===== src/rtl/adc_stat_pkg.sv =====
package adc_stat_pkg;

  localparam int NCH = 3;

  typedef enum logic [2:0] {
    A_STAT = 3'd0,
    A_MASK = 3'd1,
    A_MODE = 3'd2,
    A_CFG  = 3'd3,
    A_DCUR = 3'd4,
    A_DVOL = 3'd5,
    A_DTMP = 3'd6,
    A_THR  = 3'd7
  } regAddr_e;

  // status bit positions that software decodes
  localparam int B_ACC   = 6;
  localparam int B_FULL  = 7;
  localparam int B_EMPTY = 8;
  localparam int B_OVF   = 9;
  localparam int B_ERR0  = 12;
  localparam int B_CAL   = 15;

  // strobes from control to datapath
  typedef struct packed {
    logic           wrMask;
    logic           wrMode;
    logic           wrCfg;
    logic           wrThr;
    logic           rdyClr;
    logic [NCH-1:0] load;
    logic [NCH-1:0] rdySet;
    logic           calSet;
  } ctrlStb_t;

endpackage


===== src/rtl/adc_stat_ctrl.sv =====
module adc_stat_ctrl
  import adc_stat_pkg::*;
(
  input  logic           busWe,
  input  logic           busRe,
  input  logic [2:0]     busAddr,
  input  logic [NCH-1:0] resStb,
  input  logic [NCH-1:0] rdyNow,
  input  logic           curEn,
  input  logic           corePd,
  input  logic           calDone,
  output ctrlStb_t       stb
);

  logic wrHit;
  logic clrByCur;
  logic clrByOther;

  always_comb begin
    wrHit      = busWe;
    clrByCur   = busRe && (busAddr == A_DCUR) && curEn;
    clrByOther = busRe && ((busAddr == A_DVOL) || (busAddr == A_DTMP)) && !curEn;

    stb.wrMask = wrHit && (busAddr == A_MASK);
    stb.wrMode = wrHit && (busAddr == A_MODE);
    stb.wrCfg  = wrHit && (busAddr == A_CFG);
    stb.wrThr  = wrHit && (busAddr == A_THR);
    stb.rdyClr = clrByCur || clrByOther;
    stb.rdySet = resStb;
    stb.calSet = calDone;
  end

  // a result passes only into an acknowledged register, unless powered down
  for (genvar c = 0; c < NCH; c++) begin : g_gate
    always_comb stb.load[c] = resStb[c] && (!rdyNow[c] || corePd);
  end

endmodule


===== src/rtl/adc_stat_dpath.sv =====
module adc_stat_dpath
  import adc_stat_pkg::*;
#(
  parameter int RES_W = 24,
  parameter int RAW_W = 28,
  parameter int ACC_W = 32,
  parameter int BUS_W = 32
) (
  input  logic                      clk,
  input  logic                      rstN,
  input  ctrlStb_t                  stb,
  input  logic [2:0]                busAddr,
  input  logic                      busRe,
  input  logic [BUS_W-1:0]          busWdata,
  input  logic [NCH-1:0][RAW_W-1:0] rawBus,
  input  logic                      fifoEmpty,
  input  logic                      fifoFull,
  input  logic                      fifoOvf,
  input  logic [ACC_W-1:0]          accVal,
  output logic [BUS_W-1:0]          busRdata,
  output logic                      irq,
  output logic [15:0]               statWord,
  output logic [NCH-1:0]            rdyBits,
  output logic [7:0]                maskReg,
  output logic [7:0]                modeReg,
  output logic [7:0]                cfgReg,
  output logic [NCH-1:0][RES_W-1:0] datBus
);

  localparam int EXT_W = BUS_W - RES_W;
  localparam int PAD_W = RAW_W - RES_W + 1;
  localparam logic signed [RAW_W-1:0] MAXV = {{PAD_W{1'b0}}, {(RES_W-1){1'b1}}};
  localparam logic signed [RAW_W-1:0] MINV = {{PAD_W{1'b1}}, {(RES_W-1){1'b0}}};

  logic [NCH-1:0]  errBits;
  logic            calFlag;
  logic            fullFlag;
  logic            ovfFlag;
  logic            accFlag;
  logic [ACC_W-1:0] thrReg;
  logic            fifoOn;
  logic            accOn;
  logic [ACC_W:0]  accExt;
  logic [ACC_W:0]  accAbs;
  logic            accOver;

  assign fifoOn = cfgReg[0];
  assign accOn  = cfgReg[1];

  // per-channel clamp, data and error flag
  for (genvar c = 0; c < NCH; c++) begin : g_ch
    logic signed [RAW_W-1:0] rawS;
    logic                    isOver;
    logic                    isUnder;
    logic [RES_W-1:0]        clamped;

    assign rawS    = rawBus[c];
    assign isOver  = rawS > MAXV;
    assign isUnder = rawS < MINV;

    always_comb begin
      if (isOver)       clamped = MAXV[RES_W-1:0];
      else if (isUnder) clamped = MINV[RES_W-1:0];
      else              clamped = rawS[RES_W-1:0];
    end

    always_ff @(posedge clk) begin
      if (!rstN) begin
        datBus[c]  <= '0;
        errBits[c] <= 1'b0;
      end else if (stb.load[c]) begin
        datBus[c]  <= clamped;
        errBits[c] <= isOver || isUnder;
      end
    end

    // a new result wins over a clearing read in the same cycle
    always_ff @(posedge clk) begin
      if (!rstN)               rdyBits[c] <= 1'b0;
      else if (stb.rdySet[c])  rdyBits[c] <= 1'b1;
      else if (stb.rdyClr)     rdyBits[c] <= 1'b0;
    end
  end

  // software-visible control registers
  always_ff @(posedge clk) begin
    if (!rstN) begin
      maskReg <= '0;
      modeReg <= '0;
      cfgReg  <= '0;
      thrReg  <= '0;
    end else begin
      if (stb.wrMask) maskReg <= busWdata[7:0];
      if (stb.wrMode) modeReg <= busWdata[7:0];
      if (stb.wrCfg)  cfgReg  <= busWdata[7:0];
      if (stb.wrThr)  thrReg  <= busWdata[ACC_W-1:0];
    end
  end

  always_ff @(posedge clk) begin
    if (!rstN)           calFlag <= 1'b0;
    else if (stb.wrMode) calFlag <= 1'b0;
    else if (stb.calSet) calFlag <= 1'b1;
  end

  // FIFO sticky flags: reconfiguration or disable clears
  always_ff @(posedge clk) begin
    if (!rstN || stb.wrCfg || !fifoOn) begin
      fullFlag <= 1'b0;
      ovfFlag  <= 1'b0;
    end else begin
      if (fifoFull) fullFlag <= 1'b1;
      if (fifoOvf)  ovfFlag  <= 1'b1;
    end
  end

  // accumulator magnitude comparator
  assign accExt  = {accVal[ACC_W-1], accVal};
  assign accAbs  = accExt[ACC_W] ? (~accExt + 1'b1) : accExt;
  assign accOver = accAbs > {1'b0, thrReg};

  always_ff @(posedge clk) begin
    if (!rstN || stb.wrCfg || !accOn) accFlag <= 1'b0;
    else if (accOver)                 accFlag <= 1'b1;
  end

  always_comb begin
    statWord             = '0;
    statWord[NCH-1:0]    = rdyBits;
    statWord[B_ACC]      = accFlag;
    statWord[B_FULL]     = fullFlag;
    statWord[B_EMPTY]    = fifoOn && fifoEmpty;
    statWord[B_OVF]      = ovfFlag;
    statWord[B_ERR0+2:B_ERR0] = errBits;
    statWord[B_CAL]      = calFlag;
  end

  assign irq = |(statWord[7:0] & maskReg);

  always_comb begin
    busRdata = '0;
    if (busRe) begin
      unique case (busAddr)
        A_STAT: busRdata = {{(BUS_W-16){1'b0}}, statWord};
        A_MASK: busRdata = {{(BUS_W-8){1'b0}}, maskReg};
        A_MODE: busRdata = {{(BUS_W-8){1'b0}}, modeReg};
        A_CFG:  busRdata = {{(BUS_W-8){1'b0}}, cfgReg};
        A_DCUR: busRdata = {{EXT_W{datBus[0][RES_W-1]}}, datBus[0]};
        A_DVOL: busRdata = {{EXT_W{datBus[1][RES_W-1]}}, datBus[1]};
        A_DTMP: busRdata = {{EXT_W{datBus[2][RES_W-1]}}, datBus[2]};
        A_THR:  busRdata = {{(BUS_W-ACC_W){1'b0}}, thrReg};
        default: busRdata = '0;
      endcase
    end
  end

endmodule


===== src/rtl/adc_status_regs.sv =====
module adc_status_regs
  import adc_stat_pkg::*;
#(
  parameter int RES_W = 24,
  parameter int RAW_W = 28,
  parameter int ACC_W = 32,
  parameter int BUS_W = 32
) (
  input  logic             clk,
  input  logic             rstN,
  input  logic             busWe,
  input  logic             busRe,
  input  logic [2:0]       busAddr,
  input  logic [BUS_W-1:0] busWdata,
  output logic [BUS_W-1:0] busRdata,
  output logic             irq,
  input  logic [2:0]       resStb,
  input  logic [RAW_W-1:0] rawCur,
  input  logic [RAW_W-1:0] rawVolt,
  input  logic [RAW_W-1:0] rawTemp,
  input  logic             corePd,
  input  logic             calDone,
  input  logic             fifoEmpty,
  input  logic             fifoFull,
  input  logic             fifoOvf,
  input  logic [ACC_W-1:0] accVal
);

  ctrlStb_t                  stb;
  logic [NCH-1:0]            rdyBits;
  logic [15:0]               statWord;
  logic [7:0]                maskReg;
  logic [7:0]                modeReg;
  logic [7:0]                cfgReg;
  logic [NCH-1:0][RES_W-1:0] datBus;
  logic [NCH-1:0][RAW_W-1:0] rawBus;

  assign rawBus = {rawTemp, rawVolt, rawCur};

  adc_stat_ctrl u_ctrl (
    .busWe   (busWe),
    .busRe   (busRe),
    .busAddr (busAddr),
    .resStb  (resStb),
    .rdyNow  (rdyBits),
    .curEn   (modeReg[0]),
    .corePd  (corePd),
    .calDone (calDone),
    .stb     (stb)
  );

  adc_stat_dpath #(
    .RES_W (RES_W),
    .RAW_W (RAW_W),
    .ACC_W (ACC_W),
    .BUS_W (BUS_W)
  ) u_dp (
    .clk       (clk),
    .rstN      (rstN),
    .stb       (stb),
    .busAddr   (busAddr),
    .busRe     (busRe),
    .busWdata  (busWdata),
    .rawBus    (rawBus),
    .fifoEmpty (fifoEmpty),
    .fifoFull  (fifoFull),
    .fifoOvf   (fifoOvf),
    .accVal    (accVal),
    .busRdata  (busRdata),
    .irq       (irq),
    .statWord  (statWord),
    .rdyBits   (rdyBits),
    .maskReg   (maskReg),
    .modeReg   (modeReg),
    .cfgReg    (cfgReg),
    .datBus    (datBus)
  );

endmodule


===== config.mk =====
export PLATFORM = sky130hd
export DESIGN_NAME = adc_status_regs
export DESIGN_NICKNAME = d
export VERILOG_FILES = /design/src/rtl/adc_stat_pkg.sv /design/src/rtl/adc_stat_ctrl.sv /design/src/rtl/adc_stat_dpath.sv /design/src/rtl/adc_status_regs.sv
export SDC_FILE = /design/constraint.sdc
export NUM_CORES = 1
export LEC_CHECK = 0
export BUFFER_PORTS_ARGS = -buffer_cell sky130_fd_sc_hd__buf_2
export CORE_MARGIN = 5
export CORE_UTILIZATION = 54
export CTS_CLUSTER_SIZE = 20
export DETAILED_ROUTE_END_ITERATION = 16
export PLACE_DENSITY_LB_ADDON = 0.2
export RECOVER_POWER = 25
export SETUP_SLACK_MARGIN = 0.15
export SYNTH_ARGS = -nofsm -noshare
export SYNTH_HDL_FRONTEND = slang
export SYNTH_SLANG_ARGS = --single-unit

===== constraint.sdc =====
create_clock -name clk -period 4.4 [get_ports clk]
set_clock_uncertainty 0.2 [all_clocks]
set_input_delay 0.22 -clock clk [delete_from_list [all_inputs] [get_ports clk]]
set_output_delay 0.22 -clock clk [all_outputs]
set_load 0.005 [all_outputs]

Yosys cells after proc, flatten, opt, wreduce, memory -nomap -nowiden:

Index checks and enable logic that the tools add are counted.

* add/subtract/negate cells: 1
* $mul: 0
* div/mod/pow operators: 0
* $lt $le $gt $ge: 7
* equality and inequality tests: 7
* shift-type cells: 0
* mux-type cells: 13
* bitwise gates (word level): 3
* reductions and logical operators: 36

Operators by type and width (count)
* case mux 32 bit (8 select lines): 1
* 2-to-1 mux 24 bit: 6
* > comparator 28 x 24 -> 1 bit (second input constant): 3
* less-than comparator 28 x 24 -> 1 bit (second input constant): 3
* adder 33 x 1 -> 33 bit (second input constant): 1
* > comparator 33 x 32 -> 1 bit: 1
* 2-to-1 mux 33 bit: 1
* inverter 33 bit: 1
* 2-to-1 mux 32 bit: 1
* equality test 3 bit (second input constant): 4
* logical AND 1 bit: 12
* logical OR 1 bit: 11
* bitwise AND 8 bit: 1
* OR reduction 8 bit: 1
* zero test 1 bit: 7
* equality test 3 x 2 -> 1 bit (second input constant): 2
* nonzero test 2 bit: 3
* 2-to-1 mux 1 bit: 4
* equality test 3 x 1 -> 1 bit (second input constant): 1
* zero test 3 bit: 1
* OR reduction 2 bit: 1
* inverter 1 bit: 1

* bits in registers: 138
* latch bits: 0
* bits in writable memories: 0
* ROM bits: 0
* bits of input ports: 163
* word-level logic and storage cells: 84
* memories: 0

Depth between registers and ports, before layout:

Gate-level depths: netlist of run 1.

* word-level depth: 7
* depth in mapped cells: 14
* depth with buffers taken out: 14

By module:

A second synthesis of run 1 with hierarchy kept.

* cell total of the unflattened synthesis: 921
* area total of the unflattened synthesis: 8160.3 µm²

By module, submodules not included
* adc_stat_dpath: times used 1, cells an instance 903, area an instance 8042.7 µm², sequential area each 2762.6 µm²
* adc_stat_ctrl: times used 1, cells an instance 18, area an instance 117.6 µm², sequential area each 0.0 µm²

Least setup slack after synthesis of run 1:

No wires, ideal clock.

* path type: input to register
* start point: input port accVal[12]
* end point: register u_dp.accFlag
* data arrival time: 3.073 ns
* slack: 1.003 ns
* stages: 13
* path through: or4_4 > or3_4 > nor4b_4 > nand3_2 > o31ai_2 > xnor2_1 > ha_1 > a21oi_1 > nand2_1 > a221oi_1 > a21oi_1 > a211oi_1 > a21oi_1

* longest elaborated chain between the ends: 4

RTL lines
* from (decl): line adc_status_regs.sv:26 `input logic [ACC_W-1:0] accVal`
* inverter 33 bit: line adc_stat_dpath.sv:119 `assign accAbs = accExt[ACC_W] ? (~accExt + 1'b1) : accExt;`
* adder 33 x 1 -> 33 bit: line adc_stat_dpath.sv:119
* 2-to-1 mux 33 bit (*): line adc_stat_dpath.sv:119
* > comparator 33 x 32 -> 1 bit (*): line adc_stat_dpath.sv:120 `assign accOver = accAbs > {1'b0, thrReg};`
* to (signal assigned): line adc_stat_dpath.sv:123 `if (!rstN || stb.wrCfg || !accOn) accFlag <= 1'b0;`
* to (signal assigned): line adc_stat_dpath.sv:124 `else if (accOver) accFlag <= 1'b1;`
* to (decl): line adc_stat_dpath.sv:39 `logic accFlag;`

Mark *: on every way between the ends. The rest lies on a longest branch, timed or not.
A chain may end at the register's enable or synchronous reset.

Worst setup path after layout of run 1:

* start point: input port busAddr[0]
* end point: output port busRdata[31]

* longest elaborated chain between the ends: 3
* elaborated cells on any way between the ends: 10
* those cells by class: eq/ne: 7; mux: 2; reduce/logical: 1

RTL lines
* from (decl): line adc_status_regs.sv:13 `input logic [2:0] busAddr,`
* equality test 3 bit (tied with other cells): line adc_stat_dpath.sv:143 `unique case (busAddr)`
* case mux 32 bit (8 select lines) (*): line adc_stat_dpath.sv:143
* 2-to-1 mux 32 bit (*): line adc_stat_dpath.sv:142 `if (busRe) begin`
* to (decl): line adc_status_regs.sv:15 `output logic [BUS_W-1:0] busRdata,`

Marks and branches as above.

==> results of run 1 <==
==> metrics by stage <==
step           hold slack [ns]  worst slack, ns  power, uW
2_1_floorplan            0.136             1.00       1670
5_1_grt                 0.0642            0.410       3650
6_report                0.0509            0.761       3510
4_1_cts                 0.0195            0.941       3510
3_5_place_dp             0.235            0.513       1870
3_3_place_gp             0.222            0.639       1860
==> area by class of cell <==
class | instances | area, um2
timing repair buffer | 315 | 2140
clock inverter | 12 | 194
clock buffer | 20 | 467
fill | 1040 | 3760
sequential | 138 | 2760
tap | 184 | 230
inverter | 43 | 161
multi-input combinational | 691 | 4710
==> state kept, by name, indices dropped and copies added (netlist names) <==
signal	cells
u_dp.maskReg	8
u_dp.datBus	72
u_dp.fullFlag	1
u_dp.accFlag	1
u_dp.calFlag	1
u_dp.cfgReg	8
u_dp.rdyBits	3
u_dp.statWord	3
u_dp.ovfFlag	1
u_dp.thrReg	32
u_dp.modeReg	8
==> report_power, final <==
group | switching [uW] | internal, uW | total, uW | leakage [uW]
clock | 535 | 1050 | 1580 | 0.000322
combinational | 294 | 290 | 585 | 0.00276
sequential | 36.4 | 1310 | 1350 | 0.00113
total | 865 | 2650 | 3510 | 0.00421
==> layout by cell type, fill, tap and decap left out, drive strengths merged, types with 2 or more instances in the layout <==
master / synthesis / layout
nor4: 5 / 5
a21oi: 35 / 35
clkbuf: 56 / 26
dlygate4sd3: 0 / 107
a221oi: 26 / 26
mux2i: 23 / 23
and3: 11 / 11
a22oi: 9 / 9
o21ai: 74 / 74
bufinv: 0 / 5
nand3: 12 / 12
buf: 8 / 202
nand2: 183 / 183
a21boi: 94 / 94
mux4: 21 / 21
o22ai: 3 / 3
ha: 33 / 33
nor4b: 2 / 2
mux2: 3 / 3
clkinv: 0 / 5
nor3: 4 / 4
a21o: 4 / 4
and2: 4 / 4
nor2: 22 / 22
inv: 43 / 43
nand2b: 2 / 2
o31ai: 10 / 10
o41ai: 4 / 4
or3: 5 / 5
nand4: 11 / 11
clkinvlp: 0 / 2
a211oi: 4 / 4
xnor2: 29 / 29
dfxtp: 138 / 138
or4: 3 / 3
nor2b: 47 / 47
==> final timing paths <==
kind / startpoint / endpoint / slack, ns / cells past startpoint
worst max register to register: u_dp.rdyBits[1]$_SDFFE_PN0P_ / u_dp.datBus[26]$_SDFFE_PN0P_ / 1.22 / 6
worst min-delay path: rawTemp[11] / u_dp.datBus[59]$_SDFFE_PN0P_ / 0.05 / 3
worst min register to register: u_dp.datBus[63]$_SDFFE_PN0P_ / u_dp.datBus[63]$_SDFFE_PN0P_ / 0.26 / 2
worst max-delay path: busAddr[0] / busRdata[31] / 0.76 / 6
==> metal layers <==
| layer | share of wire (%) | wire length (um) | up-vias |
|---|---|---|---|
| li1 | - | - | 3848 |
| met1 | 40 | 10500 | 3782 |
| met2 | 48 | 12600 | 404 |
| met3 | 7.9 | 2070 | 80 |
| met4 | 3.6 | 940 | 0 |
| met5 | 0 | 0 | - |
==> worst register-to-register path: cells and delay by family (launching register included) <==
kind	cells	cell delay, ns
flops	1	0.41
buf+inv	2	1.22
compound gates	3	1.14
simple gates	1	0.09
==> logic make-up (layout without fill, tap and decap cells) <==
kind of cell | after synthesis | count (layout) | share of synthesized area (%)
and+or+nand+nor | 314 | 314 | 18.9
adders and majority gates | 33 | 33 | 5.25
DFF | 138 | 138 | 35.1
xor gates and xnor gates | 29 | 29 | 3.23
AOI/OAI and AO/OA | 268 | 268 | 23.0
muxes | 47 | 47 | 9.37
buffers and inverters | 107 | 390 | 5.20
==> results.yml, run 1 <==
setup_path:
  cp_cell_sequence: "clkbuf_1, buf_4, or3_1, nand2_1, a21oi_1, buf_2"
  critPathMaxFanout: 31
  path_buf_inv: 3
  worst_setup_path_class: "input port to output pin"
  crit_start_category: "input port"
  cp_data_required_time_ns: 3.98
  timing.critical_path.max_delay_family: "buffers and inverters"
  crit_path_max_incr_delay_ns: 1.50
  timing.critical_path.to_type: "output pin"
  critical-path-slowest-cell: "clkbuf_1"
  critPathArrivalTime_ns: 3.22
drt:
  post_detailed_route_drc_marker_count: 0
  routed_wire_length_per_instance_um: 18.6
  routed_vias: 8114
  drtPass1Iterations: 5
  route.detailed.vias_per_inst: 5.78
  detail_route.iter0.violations: 754
  ant_nets: 0
  detail_route.wirelength_um: 26100
synth:
  synth_nets: 1132
  synth-seq-area-share_pct: 35.1
  synth_area_per_cell_um2: 8.41
  syn_inst: 936
  postSynthRegisterBits: 138
  asyncSetResetFlopFracSynth_pct: 0
  ys_top_cells_by_count: "183 x nand2_1, 138 x dfxtp_1, 94 x a21boi_0"
  syn_area_um2: 7870
  synthDistinctLibCells: 50
  synth.most_common_cell: "nand2_1"
  yosys_warnings: 0
  synth-edff-count: 0
  synthTopCellsByArea: "dfxtp_1 35%, a21boi_0 9.0%, nand2_1 8.7%"
  synth-main-ff-cell: "dfxtp_1"
  yosysTopAreaCell: "dfxtp_1"
  share_of_yosys_cell_area_claimed_by_the_top_area_cell_type_pct: 35.1
floorplan:
  design.portCount: 196
  core-area_um2: 14400
  initial_core_util_pct: 54.5
  floorplan.rows: 44
  die_x_um: 131
  die_h_um: 131
  die_area_um2: 17100
power:
  power_density_nw_per_um2: 329
  max-vdd-ir-drop_mv: 0.312
  leakagePower_uw: 0.00421
cells_and_area:
  design.final.nets: 1402
  instances_no_fill: 1403
  layout-drive-gt1-share_pct: 22.5
  antenna_cells: 0
  layout.core_utilization_pct: 74.0
  synthToLayoutAreaGrowth_pct: 35.6
  finish.instance_area_um2: 10700
global_routing:
  grt.overflow.total: 0
  grtUsageMet2_pct: 51.8
  largest_net_degree_at_the_start_of_global_routing: 80
  antenna_found_initial: 0
  busiest_layer: "met2"
  use_met3_pct: 6.06
  wire_length_of_the_first_global_routing_pass_um: 41100
  grt_pass1_vias: 7960
  use_met1_pct: 39.2
  grt_usage_pct: 30.9
outcome:
  failed_checks: "capacitance limit, slew limit"
  status: "finished with violations"
sta:
  rsz0062_at_grt: "no"
  fmax_mhz: 275
  finalSetupTns_ns: 0
  setup-violations-final: 0
  slew_headroom_pct: -42.9
  min_period_ns: 3.64
  final-hold-violation-count: 0
  final.period_utilization_pct: 82.7
  worstMarginPinSlew_ns: 2.14
  report.final.slew_viol_count: 88
clock_network:
  cts_htree_levels: 4
  numCtsBuffers: 17
  cts_hold_buf: 107
  cts_max_path_buffers: 2
  post_cts.resized_instances: 0
  root_buffer: "clkbuf_16"
  clk_latency_worst_skew_pair_ns: 0.41
  cts_tree: "done"
  post_cts.repair.setup_buffers: 0
  cts.reportedPaths.clkPinSlew_ns: 0.06
  clkSinkCount: 138
placed_design:
  port_buffers: 195
  post-place-cells: 1264
  hpwl_um: 17100
  gp_congestion: 0.838
  postPlaceCellArea_um2: 8960
job:
  cap_viol_max_count: 3
min_path:
  worstHoldPathType: "input port to flip-flop"
Power figures use the tool's default switching activity.
==> run 2: changes to the inputs <==
- ABC_AREA: default -> 1
- clock period: 4.4 -> 3.65 ns (I/O delays scaled with it)
==> run 2 against run 1 <==
  * The run still ends with capacitance limit, slew limit left
  * Area after synthesis down 3.7%
  * Total power up 16%
  * Combinational power up 19%
  * Wire length up 2.1%
  * Synthesized cell count up 16%
  * Non-clock buffer count up 3
  * Cell count up 11%
  * Clock-buffer cell count unchanged
  * Flip-flop and latch count unchanged
  * Critical path type is now input port to flip-flop
  * Highest routed layer unchanged
==> results.yml, run 2 <==
outcome:
  status: "finished with violations"
  failed_checks: "capacitance limit, slew limit"
clock_network:
  cts.reportedPaths.clkPinSlew_ns: 0.06
  clk_latency_worst_skew_pair_ns: 0.42
  clkSinkCount: 138
  cts_htree_levels: 4
  numCtsBuffers: 17
  cts_tree: "done"
  root_buffer: "clkbuf_16"
  cts_max_path_buffers: 2
floorplan:
  die_h_um: 128
  initial_core_util_pct: 54.8
  die_x_um: 128
  die_area_um2: 16500
  core-area_um2: 13800
  floorplan.rows: 43
  design.portCount: 196
setup_path:
  worstRegToRegCells: 7
  cp_cell_sequence: "dlygate4sd3_1, clkbuf_1, clkbuf_1, nand2_1, inv_1, nand2_1, a21oi_1"
  critical-path-slowest-cell: "clkbuf_1"
  path_buf_inv: 4
  worst_setup_path_class: "input port to flip-flop"
  timing.critical_path.max_delay_family: "buffers and inverters"
  crit_path_max_incr_delay_ns: 1.49
  critPathArrivalTime_ns: 3.27
  cp_data_required_time_ns: 3.80
  worst-path-stages: 7
  critPathMaxFanout: 53
  crit_start_category: "input port"
  timing.critical_path.to_type: "flip-flop"
global_routing:
  largest_net_degree_at_the_start_of_global_routing: 54
  use_met1_pct: 38.2
  busiest_layer: "met2"
  grt.overflow.total: 0
  antenna_found_initial: 0
  use_met3_pct: 5.52
  grtUsageMet2_pct: 53.5
  grt_pass1_vias: 8468
  grt_usage_pct: 31.6
  wire_length_of_the_first_global_routing_pass_um: 41600
cells_and_area:
  design.final.nets: 1562
  final_common_cell: "nand2_1"
  num-fill-cells: 1050
  largest_register_ff_count: 72
  largest_register: "u_dp.datBus"
  mostFrequentLayoutCells: "242 x nand2_1, 193 x buf_2, 144 x a21oi_1"
  reg_top3: "u_dp.datBus: 72 flops, u_dp.thrReg: 32 flops"
  layout-drive-gt1-share_pct: 18.3
  synthToLayoutAreaGrowth_pct: 36.1
placed_design:
  hpwl_um: 17500
  port_buffers: 195
  gp_congestion: 0.942
sta:
  setup-violations-final: 0
  final-hold-violation-count: 0
  finalSetupTns_ns: 0
  fmax_mhz: 320
  report.final.slew_viol_count: 91
  min_period_ns: 3.12
  rsz0062_at_grt: "no"
  fin_hold_ws_ns: 0.0697
  slew_headroom_pct: -39.7
  worstMarginPinSlew_ns: 2.10
  final.period_utilization_pct: 85.6
drt:
  routed_wire_length_per_instance_um: 17.1
  ant_nets: 0
  drtPass1Iterations: 7
  detail_route.iter0.violations: 785
  post_detailed_route_drc_marker_count: 0
  routed_vias: 8755
  route.detailed.vias_per_inst: 5.61
  detail_route.wirelength_um: 26700
synth:
  synth_top_family_by_area: "compound AO/OA/AOI/OAI gates"
  synthDistinctLibCells: 46
  synth_xor_area_share_pct: 3.24
  asyncSetResetFlopFracSynth_pct: 0
  synth.most_common_cell: "nand2_1"
  synth-edff-count: 0
  muxShareOfSynthArea_pct: 0
  yosys_warnings: 0
  post_synth_and_or_nand_nor_area_fraction_pct: 19.9
  share_of_yosys_cell_area_claimed_by_the_top_area_cell_type_pct: 36.5
  synthTopCellsByArea: "dfxtp_1 36%, nand2_1 12%, a21oi_1 9.5%"
  syn_inst: 1085
  synth-compound-area-share_pct: 25.6
  postSynthRegisterBits: 138
  synthAdderAreaFrac_pct: 5.45
  synth_nets: 1281
  ys_top_cells_by_count: "242 x nand2_1, 144 x a21oi_1, 138 x dfxtp_1"
  synth-seq-area-share_pct: 36.5
  synth-main-ff-cell: "dfxtp_1"
  synth_area_per_cell_um2: 6.98
  syn_area_um2: 7580
  yosysTopAreaCell: "dfxtp_1"
power:
  power_density_nw_per_um2: 397
  leakagePower_uw: 0.00452
  max-vdd-ir-drop_mv: 0.340
job:
  cap_viol_max_count: 2
min_path:
  worstHoldPathType: "input port to flip-flop"
  hold-path-cell-count: 5
## run 2: changes by cell type after synthesis, moves of 59 or more
| cell | delta |
|---|---|
| a21oi_1 | +109 |
| a21boi_0 | -94 |
| inv_1 | +64 |
| nor2_1 | +60 |
| o21ai_0 | +60 |
| nand2_1 | +59 |
## run 2: path summary, 6_finish.rpt
path	to	start	slack [ns]
setup reg to reg	u_dp.datBus[10]$_SDFFE_PN0P_	u_dp.rdyBits[0]$_SDFFE_PN0P_	0.79
hold / removal	u_dp.datBus[23]$_SDFFE_PN0P_	corePd	0.07
hold reg to reg	u_dp.datBus[23]$_SDFFE_PN0P_	u_dp.datBus[23]$_SDFFE_PN0P_	0.26
setup / recovery	u_dp.accFlag$_SDFFE_PP0N_	rstN	0.53
## run 2: repair_timing
action	CTS	global route
setup buffers	0	0
endpoints found under the hold margin	135	0
hold buffers	114	0
gates resized for setup	0	0
endpoints found under the setup margin	0	0
## run 2: power by group
group | switching [uW] | leakage [uW] | internal, uW
combinational | 391 | 0.00310 | 308
clock | 657 | 0.000296 | 1110
sequential | 43.9 | 0.00113 | 1590
## run 2: through the flow
stage	cell area [um2]	utilization, %	total power, uW	setup WS (ns)	std cells
finish	10300	74.6	4090	0.526	1561
global route	10300	74.6	4240	0.283	1559
detailed placement	8570	62.0	2240	0.643	1413
floorplan	7580	-	2020	1.11	1085
global placement	8570	62.0	2230	0.786	1413
CTS	10300	74.6	4070	0.874	1559
## run 2: worst register-to-register path, stage by stage (launching register included)
cell           delay, ns
dfxtp_1             0.34
a21oi_1             0.30
inv_2               0.28
nor2_1              0.51
buf_4               0.30
o21ai_0             0.13
a21oi_1             0.18
dlygate4sd3_1       0.57
## run 2: cells by family after synthesis
| group | Yosys count |
|---|---|
| adder cells (fa/ha/maj) | 33 |
| XOR/XNOR | 28 |
| flip-flops | 138 |
| buffers and inverters | 172 |
| AND/OR/NAND/NOR | 365 |
| AO/OA/AOI/OAI | 349 |
## run 2: layout make-up
type,count,area [um2],share of cell area (%)
sequential,138,2760,26.8
multi-input combinational,775,4110,39.8
clock buffer,20,457,4.43
clock inverter,12,148,1.43
antenna,2,5.00,0.0485
tap,180,225,2.18
timing repair buffer,318,2170,21.1
inverter,116,435,4.22
## run 2: per-layer routing
layer | vias up | wire (um)
met5 | - | 0
met4 | 0 | 1330
met3 | 113 | 2300
met2 | 532 | 12700
met1 | 3904 | 10300
li1 | 4206 | -
==> run 3: changes to the inputs <==
==> constraint.sdc (replaced) <==
create_clock -name clk -period 3.65 [get_ports clk]
set_clock_uncertainty 0.2 [all_clocks]
set_input_delay 0.5475 -clock clk [delete_from_list [all_inputs] [get_ports clk]]
set_output_delay 0.5475 -clock clk [all_outputs]
set_load 0.005 [all_outputs]
==> run 3 against run 2 <==
  * The run still ends with capacitance limit, slew limit left
  * Via count fell by 8.4%
  * Fmax fell by 3.5%
  * Sequential share of layout area increased by 3.5 points
  * Global-route usage shrank 3.2 points
  * First-iteration DRC count shrank 0.38%
  * Clock-buffer cell count rose by 2
  * Clock power decreased by 10%
  * Hold slack improved by 0.082 ns
  * Die area unchanged
  * Critical endpoint is now busRdata[6]
  * Largest cell class unchanged
  * Largest power group is now sequential cells
==> results.yml, run 3 (synthesis results as in run 2) <==
power:
  power_density_nw_per_um2: 417
  max-vdd-ir-drop_mv: 0.419
  power.net_switching_uw: 1040
  power_report.internal_total_uw: 2760
  leakagePower_uw: 0.00403
  power_frac_seq_pct: 42.9
  power.combinational.fraction_pct: 15.5
  power_frac_clock_pct: 41.6
  power_switching_share_pct: 27.5
floorplan:
  core-area_um2: 13800
  die_h_um: 128
  design.portCount: 196
  die_area_um2: 16500
  die_x_um: 128
  floorplan.rows: 43
  initial_core_util_pct: 54.8
clock_network:
  clkSinkCount: 138
  cts_tree: "done"
  post_cts.resized_instances: 0
  post_cts.repair.setup_buffers: 0
  cts_hold_buf: 0
  cts_htree_levels: 4
  numCtsBuffers: 17
  clk_latency_worst_skew_pair_ns: 0.42
  root_buffer: "clkbuf_16"
  cts.reportedPaths.clkPinSlew_ns: 0.06
  cts_max_path_buffers: 2
outcome:
  status: "finished with violations"
  failed_checks: "capacitance limit, slew limit"
setup_path:
  rrSetupSlack_ns: 0.79
  timing.rr.start: "u_dp.rdyBits[2]$_SDFFE_PN0P_"
  timing.critical_path.to_type: "output pin"
  worstRegToRegCells: 6
  crit_start_category: "input port"
  cp_data_required_time_ns: 2.90
  critical_register_to_register_path_endpoint: "u_dp.datBus[64]$_SDFFE_PN0P_"
  critPathMaxFanout: 14
  critPathArrivalTime_ns: 2.49
  worst_setup_path_class: "input port to output pin"
drt:
  detail_route.wirelength_um: 23900
  post_detailed_route_drc_marker_count: 0
  routed_wire_length_per_instance_um: 16.5
  route.detailed.vias_per_inst: 5.54
  detail_route.iter0.violations: 782
  drtPass1Iterations: 5
  routed_vias: 8023
  ant_nets: 0
cells_and_area:
  antenna_cells: 0
  synthToLayoutAreaGrowth_pct: 20.2
  largest_register_ff_count: 72
  final_common_cell: "nand2_1"
  layout-drive-gt1-share_pct: 19.6
  num-fill-cells: 1296
  largest_register: "u_dp.datBus"
  reg_top3: "u_dp.datBus: 72 flops, u_dp.thrReg: 32 flops"
  mostFrequentLayoutCells: "242 x nand2_1, 194 x buf_2, 145 x a21oi_1"
  layout.core_utilization_pct: 65.9
  design.final.nets: 1453
global_routing:
  grt_usage_pct: 28.5
  antenna_found_initial: 0
  wire_length_of_the_first_global_routing_pass_um: 37300
  grt_pass1_vias: 7572
  grt.overflow.total: 0
  largest_net_degree_at_the_start_of_global_routing: 54
sta:
  slew_headroom_pct: -6.99
  setup-violations-final: 0
  finalSetupTns_ns: 0
  worstMarginPinSlew_ns: 1.59
  final.period_utilization_pct: 88.6
  rsz0062_at_grt: "no"
  min_period_ns: 3.24
  fmax_mhz: 309
  report.final.slew_viol_count: 18
  final-hold-violation-count: 0
placed_design:
  port_buffers: 195
  hpwl_um: 17800
  gp_congestion: 0.973
min_path:
  min_to: "u_dp.ovfFlag$_SDFFE_PP0P_"
  worstHoldStart: "fifoOvf"
  hold-path-cell-count: 3
  worstHoldPathType: "input port to flip-flop"
job:
  cap_viol_max_count: 1
-- run 3: changes by cell type in the layout (fill, tap and decap cells not counted), sizes merged --
cell	delta
diode	-2
bufinv	-2
buf	+5
clkinv	-1
dlygate4sd3	-114
clkbuf	+2
-- run 3: worst max-delay path by stage --
stage                     from                   endpoint  cells past startpoint
floorplan            accVal[0]  u_dp.accFlag$_SDFFE_PP0N_                     21
global placement     accVal[0]  u_dp.accFlag$_SDFFE_PP0N_                     23
detailed placement   accVal[0]  u_dp.accFlag$_SDFFE_PP0N_                     22
CTS                 busAddr[0]                busRdata[3]                      8
global route        busAddr[0]                busRdata[4]                      9
finish              busAddr[0]                busRdata[6]                      7
-- run 3: layout make-up --
| cell class | count | area (um2) | area share [%] |
|---|---|---|---|
| tap | 180 | 225 | 2.47 |
| multi-input combinational | 775 | 4090 | 44.9 |
| clock buffer | 22 | 454 | 4.99 |
| timing repair buffer | 209 | 1070 | 11.7 |
| inverter | 116 | 435 | 4.78 |
| clock inverter | 9 | 75.1 | 0.824 |
| sequential | 138 | 2760 | 30.3 |
-- run 3: critical path, stage by stage --
cell and delay (ns):
clkbuf_1 0.26, nand3_1 0.20, clkbuf_1 0.64, o22ai_1 0.23, a221oi_1 0.34, a21oi_1 0.11
buf_2 0.14
-- run 3: metal layers --
layer | up-vias | global-route usage [%] | part of all wire (%)
li1 | 3986 | - | -
met1 | 3624 | 36.6 | 42
met2 | 368 | 47.7 | 48
met3 | 45 | 5.65 | 7.3
met4 | 0 | 9.99 | 2.8
met5 | - | 0 | 0
-- run 3: power groups by stage --
stage | combinational, uW | clock [uW] | sequential (uW)
6_report | 589 | 1580 | 1630
5_1_grt | 663 | 1670 | 1640
4_1_cts | 590 | 1580 | 1630
3_5_place_dp | 586 | 0 | 1660
3_3_place_gp | 575 | 0 | 1660
2_1_floorplan | 373 | 0 | 1650
-- run 3: stage by stage --
step                power (uW)  area (um2)  hold slack [ns]  setup WS (ns)  std cells
floorplan                 2020        7580            0.229          0.741       1085
global placement          2230        8610            0.242          0.404       1418
detailed placement        2250        8610            0.254          0.325       1418
CTS                       3800        9140            0.148          0.726       1449
global route              3970        9110            0.153          0.321       1449
finish                    3800        9110            0.152          0.415       1449
